$ cat config.mk
export PLATFORM = sky130hd
export DESIGN_NAME = gpr_bank
export DESIGN_NICKNAME = d
export VERILOG_FILES = /design/src/rtl/gpr_pkg.sv /design/src/rtl/gpr_access_check.sv /design/src/rtl/gpr_read_port.sv /design/src/rtl/gpr_write_ctrl.sv /design/src/rtl/gpr_stack_adj.sv /design/src/rtl/gpr_bank.sv
export SDC_FILE = /design/constraint.sdc
export NUM_CORES = 1
export LEC_CHECK = 0
export BUFFER_PORTS_ARGS = -buffer_cell sky130_fd_sc_hd__buf_2
export CAP_MARGIN = 25
export CORE_MARGIN = 1.5
export CORE_UTILIZATION = 45
export CTS_CLUSTER_DIAMETER = 30
export DETAILED_ROUTE_END_ITERATION = 16
export PLACE_DENSITY_LB_ADDON = 0.3
export SYNTH_ARGS = -nofsm -noshare
export SYNTH_HDL_FRONTEND = slang
export SYNTH_SLANG_ARGS = --single-unit
$ cat constraint.sdc
create_clock -name clk -period 4.6 [get_ports clk]
set_clock_uncertainty 0.1 [all_clocks]
set_input_delay 0.92 -clock clk [delete_from_list [all_inputs] [get_ports clk]]
set_output_delay 0.92 -clock clk [all_outputs]
set_load 0.005 [all_outputs]
$ cat src/rtl/gpr_pkg.sv
package gpr_pkg;

  typedef enum logic [1:0] {
    SZ_WORD = 2'b00,
    SZ_LO   = 2'b01,
    SZ_HI   = 2'b10,
    SZ_RSV  = 2'b11
  } gpr_size_e;

endpackage

$ cat src/rtl/gpr_access_check.sv
module gpr_access_check
  import gpr_pkg::*;
#(
  parameter int NUM_REGS = 8,
  parameter int NUM_DATA = 4,
  localparam int SEL_W = $clog2(NUM_REGS)
) (
  input  logic [SEL_W-1:0] sel,
  input  logic [1:0]       size,
  output logic             legal
);

  function automatic logic access_ok(input logic [SEL_W-1:0] s, input logic [1:0] z);
    logic is_byte;
    is_byte = (gpr_size_e'(z) == SZ_LO) || (gpr_size_e'(z) == SZ_HI);
    if (gpr_size_e'(z) == SZ_WORD) return 1'b1;
    return is_byte && (int'(s) < NUM_DATA);
  endfunction

  assign legal = access_ok(sel, size);

endmodule

$ cat src/rtl/gpr_read_port.sv
module gpr_read_port
  import gpr_pkg::*;
#(
  parameter int W        = 16,
  parameter int NUM_REGS = 8,
  parameter int NUM_DATA = 4,
  localparam int SEL_W  = $clog2(NUM_REGS),
  localparam int HALF_W = W / 2
) (
  input  logic [NUM_REGS-1:0][W-1:0] regs,
  input  logic [SEL_W-1:0]           sel,
  input  logic [1:0]                 size,
  output logic [W-1:0]               data
);

  logic rd_legal;

  gpr_access_check #(
    .NUM_REGS(NUM_REGS),
    .NUM_DATA(NUM_DATA)
  ) u_acc (
    .sel  (sel),
    .size (size),
    .legal(rd_legal)
  );

  function automatic logic [W-1:0] extract(input logic [W-1:0] word, input logic [1:0] z);
    case (gpr_size_e'(z))
      SZ_LO:   return {{(W-HALF_W){1'b0}}, word[HALF_W-1:0]};
      SZ_HI:   return {{(W-HALF_W){1'b0}}, word[W-1:HALF_W]};
      default: return word;
    endcase
  endfunction

  assign data = rd_legal ? extract(regs[sel], size) : '0;

endmodule

$ cat src/rtl/gpr_write_ctrl.sv
module gpr_write_ctrl #(
  parameter int NUM_REGS = 8,
  parameter int NUM_DATA = 4,
  localparam int SEL_W = $clog2(NUM_REGS)
) (
  input  logic                clk,
  input  logic                rst_n,
  input  logic                wr_en,
  input  logic [SEL_W-1:0]    wr_sel,
  input  logic [1:0]          wr_size,
  output logic [NUM_REGS-1:0] wr_hit,
  output logic                wr_illegal,
  output logic                size_err
);

  logic wr_legal;

  gpr_access_check #(
    .NUM_REGS(NUM_REGS),
    .NUM_DATA(NUM_DATA)
  ) u_acc (
    .sel  (wr_sel),
    .size (wr_size),
    .legal(wr_legal)
  );

  assign wr_illegal = wr_en && !wr_legal;

  always_comb begin
    wr_hit = '0;
    if (wr_en && wr_legal) wr_hit[wr_sel] = 1'b1;
  end

  always_ff @(posedge clk) begin
    if (!rst_n) size_err <= 1'b0;
    else        size_err <= wr_illegal;
  end

endmodule

$ cat src/rtl/gpr_stack_adj.sv
module gpr_stack_adj #(
  parameter int W    = 16,
  parameter int STEP = 2
) (
  input  logic [W-1:0] cur,
  input  logic         push,
  input  logic         pop,
  output logic [W-1:0] next,
  output logic         adj_active
);

  function automatic logic [W-1:0] stack_move(input logic [W-1:0] v, input logic dn, input logic up);
    if (dn && !up) return v - W'(STEP);
    if (up && !dn) return v + W'(STEP);
    return v;
  endfunction

  assign next       = stack_move(cur, push, pop);
  assign adj_active = push ^ pop;

endmodule

$ cat src/rtl/gpr_bank.sv
module gpr_bank
  import gpr_pkg::*;
#(
  parameter int W          = 16,
  parameter int NUM_REGS   = 8,
  parameter int NUM_DATA   = 4,
  parameter int CNT_IDX    = 1,
  parameter int SP_IDX     = 4,
  parameter int STACK_STEP = 2,
  localparam int SEL_W  = $clog2(NUM_REGS),
  localparam int HALF_W = W / 2
) (
  input  logic              clk,
  input  logic              rst_n,
  input  logic [SEL_W-1:0]  rd_a_sel,
  input  logic [1:0]        rd_a_size,
  output logic [W-1:0]      rd_a_data,
  input  logic [SEL_W-1:0]  rd_b_sel,
  input  logic [1:0]        rd_b_size,
  output logic [W-1:0]      rd_b_data,
  input  logic              wr_en,
  input  logic [SEL_W-1:0]  wr_sel,
  input  logic [1:0]        wr_size,
  input  logic [W-1:0]      wr_data,
  input  logic              push,
  input  logic              pop,
  output logic              size_err,
  output logic [W-1:0]      count_word,
  output logic [HALF_W-1:0] shift_count,
  output logic [W-1:0]      stack_ptr
);

  logic [NUM_REGS-1:0][W-1:0] regs_q;
  logic [NUM_REGS-1:0]        wr_hit;
  logic                       wr_illegal;
  logic [W-1:0]               sp_next;
  logic                       sp_adj;

  function automatic logic [W-1:0] merge(input logic [W-1:0] old, input logic [W-1:0] d,
                                         input logic [1:0] z);
    case (gpr_size_e'(z))
      SZ_LO:   return {old[W-1:HALF_W], d[HALF_W-1:0]};
      SZ_HI:   return {d[HALF_W-1:0], old[HALF_W-1:0]};
      default: return d;
    endcase
  endfunction

  gpr_write_ctrl #(
    .NUM_REGS(NUM_REGS),
    .NUM_DATA(NUM_DATA)
  ) u_wctl (
    .clk       (clk),
    .rst_n     (rst_n),
    .wr_en     (wr_en),
    .wr_sel    (wr_sel),
    .wr_size   (wr_size),
    .wr_hit    (wr_hit),
    .wr_illegal(wr_illegal),
    .size_err  (size_err)
  );

  gpr_stack_adj #(
    .W   (W),
    .STEP(STACK_STEP)
  ) u_stk (
    .cur       (regs_q[SP_IDX]),
    .push      (push),
    .pop       (pop),
    .next      (sp_next),
    .adj_active(sp_adj)
  );

  for (genvar i = 0; i < NUM_REGS; i++) begin : g_reg
    logic [W-1:0] q;
    if (i == SP_IDX) begin : g_sp
      always_ff @(posedge clk) begin
        if (!rst_n)         q <= '0;
        else if (wr_hit[i]) q <= merge(q, wr_data, wr_size);
        else if (sp_adj)    q <= sp_next;
      end
    end else begin : g_plain
      always_ff @(posedge clk) begin
        if (!rst_n)         q <= '0;
        else if (wr_hit[i]) q <= merge(q, wr_data, wr_size);
      end
    end
    assign regs_q[i] = q;
  end

  localparam int NPORTS = 2;
  logic [NPORTS-1:0][SEL_W-1:0] rp_sel;
  logic [NPORTS-1:0][1:0]       rp_size;
  logic [NPORTS-1:0][W-1:0]     rp_data;

  assign rp_sel  = {rd_b_sel, rd_a_sel};
  assign rp_size = {rd_b_size, rd_a_size};

  for (genvar p = 0; p < NPORTS; p++) begin : g_rport
    gpr_read_port #(
      .W       (W),
      .NUM_REGS(NUM_REGS),
      .NUM_DATA(NUM_DATA)
    ) u_rp (
      .regs(regs_q),
      .sel (rp_sel[p]),
      .size(rp_size[p]),
      .data(rp_data[p])
    );
  end

  assign rd_a_data   = rp_data[0];
  assign rd_b_data   = rp_data[1];
  assign count_word  = regs_q[CNT_IDX];
  assign shift_count = regs_q[CNT_IDX][HALF_W-1:0];
  assign stack_ptr   = regs_q[SP_IDX];

endmodule

# == Word-level counts from Yosys, hierarchy flattened ==
# Cells that the tools add are included.
# classes
n_reduce_logical,35
n_addsub,2
n_bitwise,3
n_eq_ne,8
n_mux,30
order_cmp,7
# ops
cell,n
two-way mux 16 bit,10
binary-select mux 16 bit (select 3 bit),2
case mux 16 bit (2 select lines),3
AND reduction 2 bit,14
"adder 16 x 2 -> 16 bit, second input constant",1
"subtractor 16 x 2 -> 16 bit, second input constant",1
two-way mux 1 bit,13
"less-than comparator 3 x 4 -> 1 bit, second input constant",3
"less-than comparator 3 bit, second input constant",3
logical AND 1 bit,8
two-way mux 8 bit,1
"== test 2 x 1 -> 1 bit, second input constant",3
"== test 2 bit, second input constant",3
logical NOT 2 bit,3
AND reduction 3 bit,2
"inequality test 2 bit, second input constant",2
demux 1 bit (select 3 bit),1
"greater-or-equal comparator 3 x 1 -> 1 bit, second input constant",1
logical NOT 1 bit,3
logical OR 1 bit,3
nonzero test 3 bit,1
NOT 1 bit,2
nonzero test 2 bit,1
XOR 1 bit,1
# totals
wordCells,102
out_inout_bits,73
regBits,129

# == Depth between registers and ports, before layout ==
# depth
word_depth,8
ltp_mapped,9

# == Modules after synthesis ==
# A second synthesis with hierarchy kept.
# unflattened
cells_unflattened,922
hier_area_um2,8415.6
# modules_own_cells
module,seq_area_each_um2,instances,area_per_inst_um2,cells_per_inst
gpr_bank,2562.5,1,5330.1,593
gpr_read_port,0.0,2,1163.6,107
gpr_stack_adj,0.0,1,561.8,83
gpr_write_ctrl,20.0,1,102.6,17
gpr_access_check,0.0,3,31.3,5

# == Worst setup path before layout ==
# OpenSTA, ideal clock, no wires.
# synth_path
path_type,input -> output
startpoint,input rd_a_sel[1]
endpoint,output rd_a_data[5]
slack_ps,1321
arrival_ps,2259
cell_stages,6
cell_sequence,buf_2 buf_2 mux4_2 mux2i_1 o22a_1 nor2_1
# synth_between
elab_chain_len,4
# synth_rtl
element,line,text
"start, declared",gpr_bank.sv:15,"input logic [SEL_W-1:0] rd_a_sel,"
binary-select mux 16 bit (select 3 bit) or less-than comparator 3 bit (tied branches),"gpr_read_port.sv:35, gpr_access_check.sv:17",
two-way mux 16 bit (not written as such) or logical AND 1 bit (tied branches),"gpr_read_port.sv:35, gpr_access_check.sv:17",
case mux 16 bit (2 select lines) or two-way mux 1 bit (tied branches),"gpr_read_port.sv:28, gpr_access_check.sv:17",
two-way mux 16 bit *,gpr_read_port.sv:35,"assign data = rd_legal ? extract(regs[sel], size) : '0;"
"end, declared",gpr_bank.sv:17,"output logic [W-1:0] rd_a_data,"
# Mark *: on every way between the ends. The rest lies on a longest branch, timed or not. The select of a mux whose other input is x is not followed.

# == Worst setup path in the final report ==
# layout_path
startpoint,input rd_b_sel[0]
endpoint,output rd_b_data[1]
# layout_between
elab_chain_len,4
# layout_rtl
element,line,text
"start, declared",gpr_bank.sv:18,"input logic [SEL_W-1:0] rd_b_sel,"
binary-select mux 16 bit (select 3 bit) or less-than comparator 3 bit (tied branches),"gpr_read_port.sv:35, gpr_access_check.sv:17",
two-way mux 16 bit (not written as such) or logical AND 1 bit (tied branches),"gpr_read_port.sv:35, gpr_access_check.sv:17",
case mux 16 bit (2 select lines) or two-way mux 1 bit (tied branches),"gpr_read_port.sv:28, gpr_access_check.sv:17",
two-way mux 16 bit *,gpr_read_port.sv:35,
"end, declared",gpr_bank.sv:20,"output logic [W-1:0] rd_b_data,"
# Marked as above.

==> impl_metrics.json <==
{
  "power_per_cell_area_mw_per_mm2": 319,
  "final_wtd_congestion": 0.911,
  "dominantRegCellSynth": "sky130_fd_sc_hd__dfxtp_1",
  "cp_data_arrival_time_ns": 2.91,
  "cts_inserted_buffers": 17,
  "area_growth_pct": 14.7,
  "finalHoldViolations": 0,
  "p_total_w": 0.00292,
  "dieWidth_um": 136,
  "post_cts_buffers": 0,
  "p_int_w": 0.00207,
  "num_io_pins": 109,
  "min-delay-path-class": "register to register",
  "synth_top_area_share_pct": 32.3,
  "rsz0062_at_grt": "false",
  "max_slew.worst_pin.slew_ns": 1.10,
  "first_global_vias": 6520,
  "dp.final_hpwl_mm": 17.7,
  "syn_warnings": 0,
  "floorplan.initialDensity_pct": 46.2,
  "clk_path_buf_depth": 2,
  "number_of_nets_produced_by_synthesis": 858,
  "setup-violations-final": 0,
  "placementRows": 48,
  "postCtsResizedCells": 0,
  "drc_violation_count_after_routing": 0,
  "cts.htree.levels": 4,
  "postSynthCellCount": 809,
  "nNetsFinal": 927,
  "clk_transition_reported_paths_ns": 0.06,
  "maxClockFrequency_ghz": 0.254,
  "grt-ovfl-total": 0,
  "most_common_library_cells_after_synthesis": "sky130_fd_sc_hd__dfxtp_1 (129), sky130_fd_sc_hd__nor2_1 (114), sky130_fd_sc_hd__mux2i_1 (83)",
  "number_of_drc_markers_in_iteration_0": 723,
  "mappedNetlistArea_mm2": 0.00799,
  "portBuffers": 108,
  "critical_path_class": "input pin to primary output",
  "post-route-cell-area_mm2": 0.00916,
  "power_switching_w": 0.000851,
  "maxSlewViolCount": 0,
  "synth_cell_types": 63,
  "clock-sinks": 129,
  "synth_enable_flop_cells": 0,
  "mean_number_of_vias_per_cell": 6.06,
  "min_period_over_period_pct": 85.5,
  "seqPwrFrac_pct": 40.7,
  "clk_latency_ns": 0.42,
  "stdcell_count": 1116,
  "grt_antenna_before_repair": 0,
  "num_antenna_cells": 0,
  "grt_start_max_net_pins": 72,
  "die_height_um": 136,
  "maxCapViolations": 0,
  "clock_power_share_pct": 44.2,
  "routed_len_inst_um": 21.5,
  "slew_headroom_pct": 26.2,
  "synth_most_common_cell": "sky130_fd_sc_hd__dfxtp_1",
  "drive_above_1_share_pct": 27.6,
  "register_bit_total_from_synthesis": 129,
  "totalNegativeSetupSlack_ns": 0,
  "synth.area.top_cells": "sky130_fd_sc_hd__dfxtp_1 (32%), sky130_fd_sc_hd__mux4_2 (18%), sky130_fd_sc_hd__mux2i_1 (10%)",
  "clock_tree.root_cell": "sky130_fd_sc_hd__clkbuf_16",
  "clock_tree_from_tritoncts": "done",
  "placed_cells_incl_taps": 1084,
  "synth_top_cell_by_area": "sky130_fd_sc_hd__dfxtp_1",
  "static-leakage-power_nw": 3.89,
  "floorplan.die_area_mm2": 0.0186,
  "yosysSeqAreaShare_pct": 32.3,
  "max-vdd-ir-drop_uv": 250,
  "power_switching_share_pct": 29.2,
  "grt_usage_pct": 26.9,
  "run_status": "completed",
  "synthArstFlopShare_pct": 0,
  "finalWirelength_mm": 23.9,
  "post_dp_cell_area_mm2": 0.00860,
  "route.antenna.remaining_nets": 0,
  "worstPathRequired_ns": 3.58,
  "firstDrtPassIters": 5,
  "worstSetupEndpointType": "primary output",
  "layout_setup_ws_ns": 0.666,
  "p_comb_share_pct": 15.1,
  "design.core.area_mm2": 0.0173,
  "num_vias": 6765,
  "cp-start-kind": "input pin",
  "preCtsSetupSlack_ns": 0.657,
  "grt_pass1_wl_mm": 37.0,
  "synth_area_per_cell_um2": 9.88,
  "hold_buffers": 0,
  "worst-path-max-fanout": 14,
  "fin_crit_ns": 3.93
}
critical path: stages:
cell	delay, ns
sky130_fd_sc_hd__buf_2	0.37
sky130_fd_sc_hd__buf_4	0.34
sky130_fd_sc_hd__mux4_2	0.55
sky130_fd_sc_hd__mux2i_1	0.26
sky130_fd_sc_hd__o22a_1	0.24
sky130_fd_sc_hd__nor2_1	0.06
sky130_fd_sc_hd__buf_2	0.16
path summary, 6_finish.rpt:
check	from	to	slack [ns]	depth (start not counted)
worst min register to register	g_reg[6].q[15]	g_reg[6].q[15]	0.41	2
worst max register to register	stack_ptr[1]	stack_ptr[11]	2.38	6
worst max-delay path	rd_b_sel[0]	rd_b_data[1]	0.67	7
worst min-delay path	g_reg[6].q[15]	g_reg[6].q[15]	0.41	2
per-layer routing:
metal	vias to the layer above	global-route usage, %	routed length, um
met2	289	39.9	10500
li1	3131	-	-
met5	-	0	0
met4	0	12.6	907
met1	3296	37.5	10700
met3	49	5.44	1780
per-stage QoR:
| stage | hold slack, ns | util, % |
|---|---|---|
| after floorplan | 0.366 | - |
| after global placement | 0.393 | 49.7 |
| after global routing | 0.440 | 53.0 |
| after detailed placement | 0.403 | 49.7 |
| after CTS | 0.415 | 53.0 |
| final | 0.410 | 53.0 |
power groups by stage:
stage / logic [W] / clock network (W) / registers, W
4_1_cts: 0.000434 / 0.00130 / 0.00119
5_1_grt: 0.000474 / 0.00135 / 0.00119
2_1_floorplan: 0.000314 / 0 / 0.00119
6_report: 0.000440 / 0.00129 / 0.00119
3_3_place_gp: 0.000431 / 0 / 0.00121
3_5_place_dp: 0.000433 / 0 / 0.00121
kinds of logic after synthesis:
kind of cell	Yosys count	share of synthesized area (%)
adder cells (fa/ha/maj)	13	2.04
flip-flops	129	32.3
multiplexers	147	28.4
XOR/XNOR	2	0.219
buffers and inverters	94	5.47
AO/OA/AOI/OAI	145	14.2
AND/OR/NAND/NOR	279	17.4
cell type report:
cell class              count  area [um2]
flip-flops and latches    129        2580
well taps                 225         282
multi-input cells         586        4970
repair buffers            128         703
fillers                  1590        8140
inverters                  16        60.1
clock inverters            15         138
clock buffers              17         425
placed cells by master (no fill, tap or decap), drive strengths merged, types with 19 or more instances in the layout:
master | netlist | final
inv | 16 | 19
mux4 | 64 | 64
mux2i | 83 | 83
nor2b | 34 | 34
a211oi | 30 | 30
o21ai | 19 | 19
nor2 | 120 | 120
o211a | 32 | 32
nand2 | 51 | 51
buf | 47 | 128
dfxtp | 129 | 129
flip-flops by register name, indices dropped and copies added, names as in the netlist:
register / flops
g.q: 96
count_word: 16
stack_ptr: 16
u_wctl.size_err: 1
No activity file was read; power rests on OpenSTA's default activity.
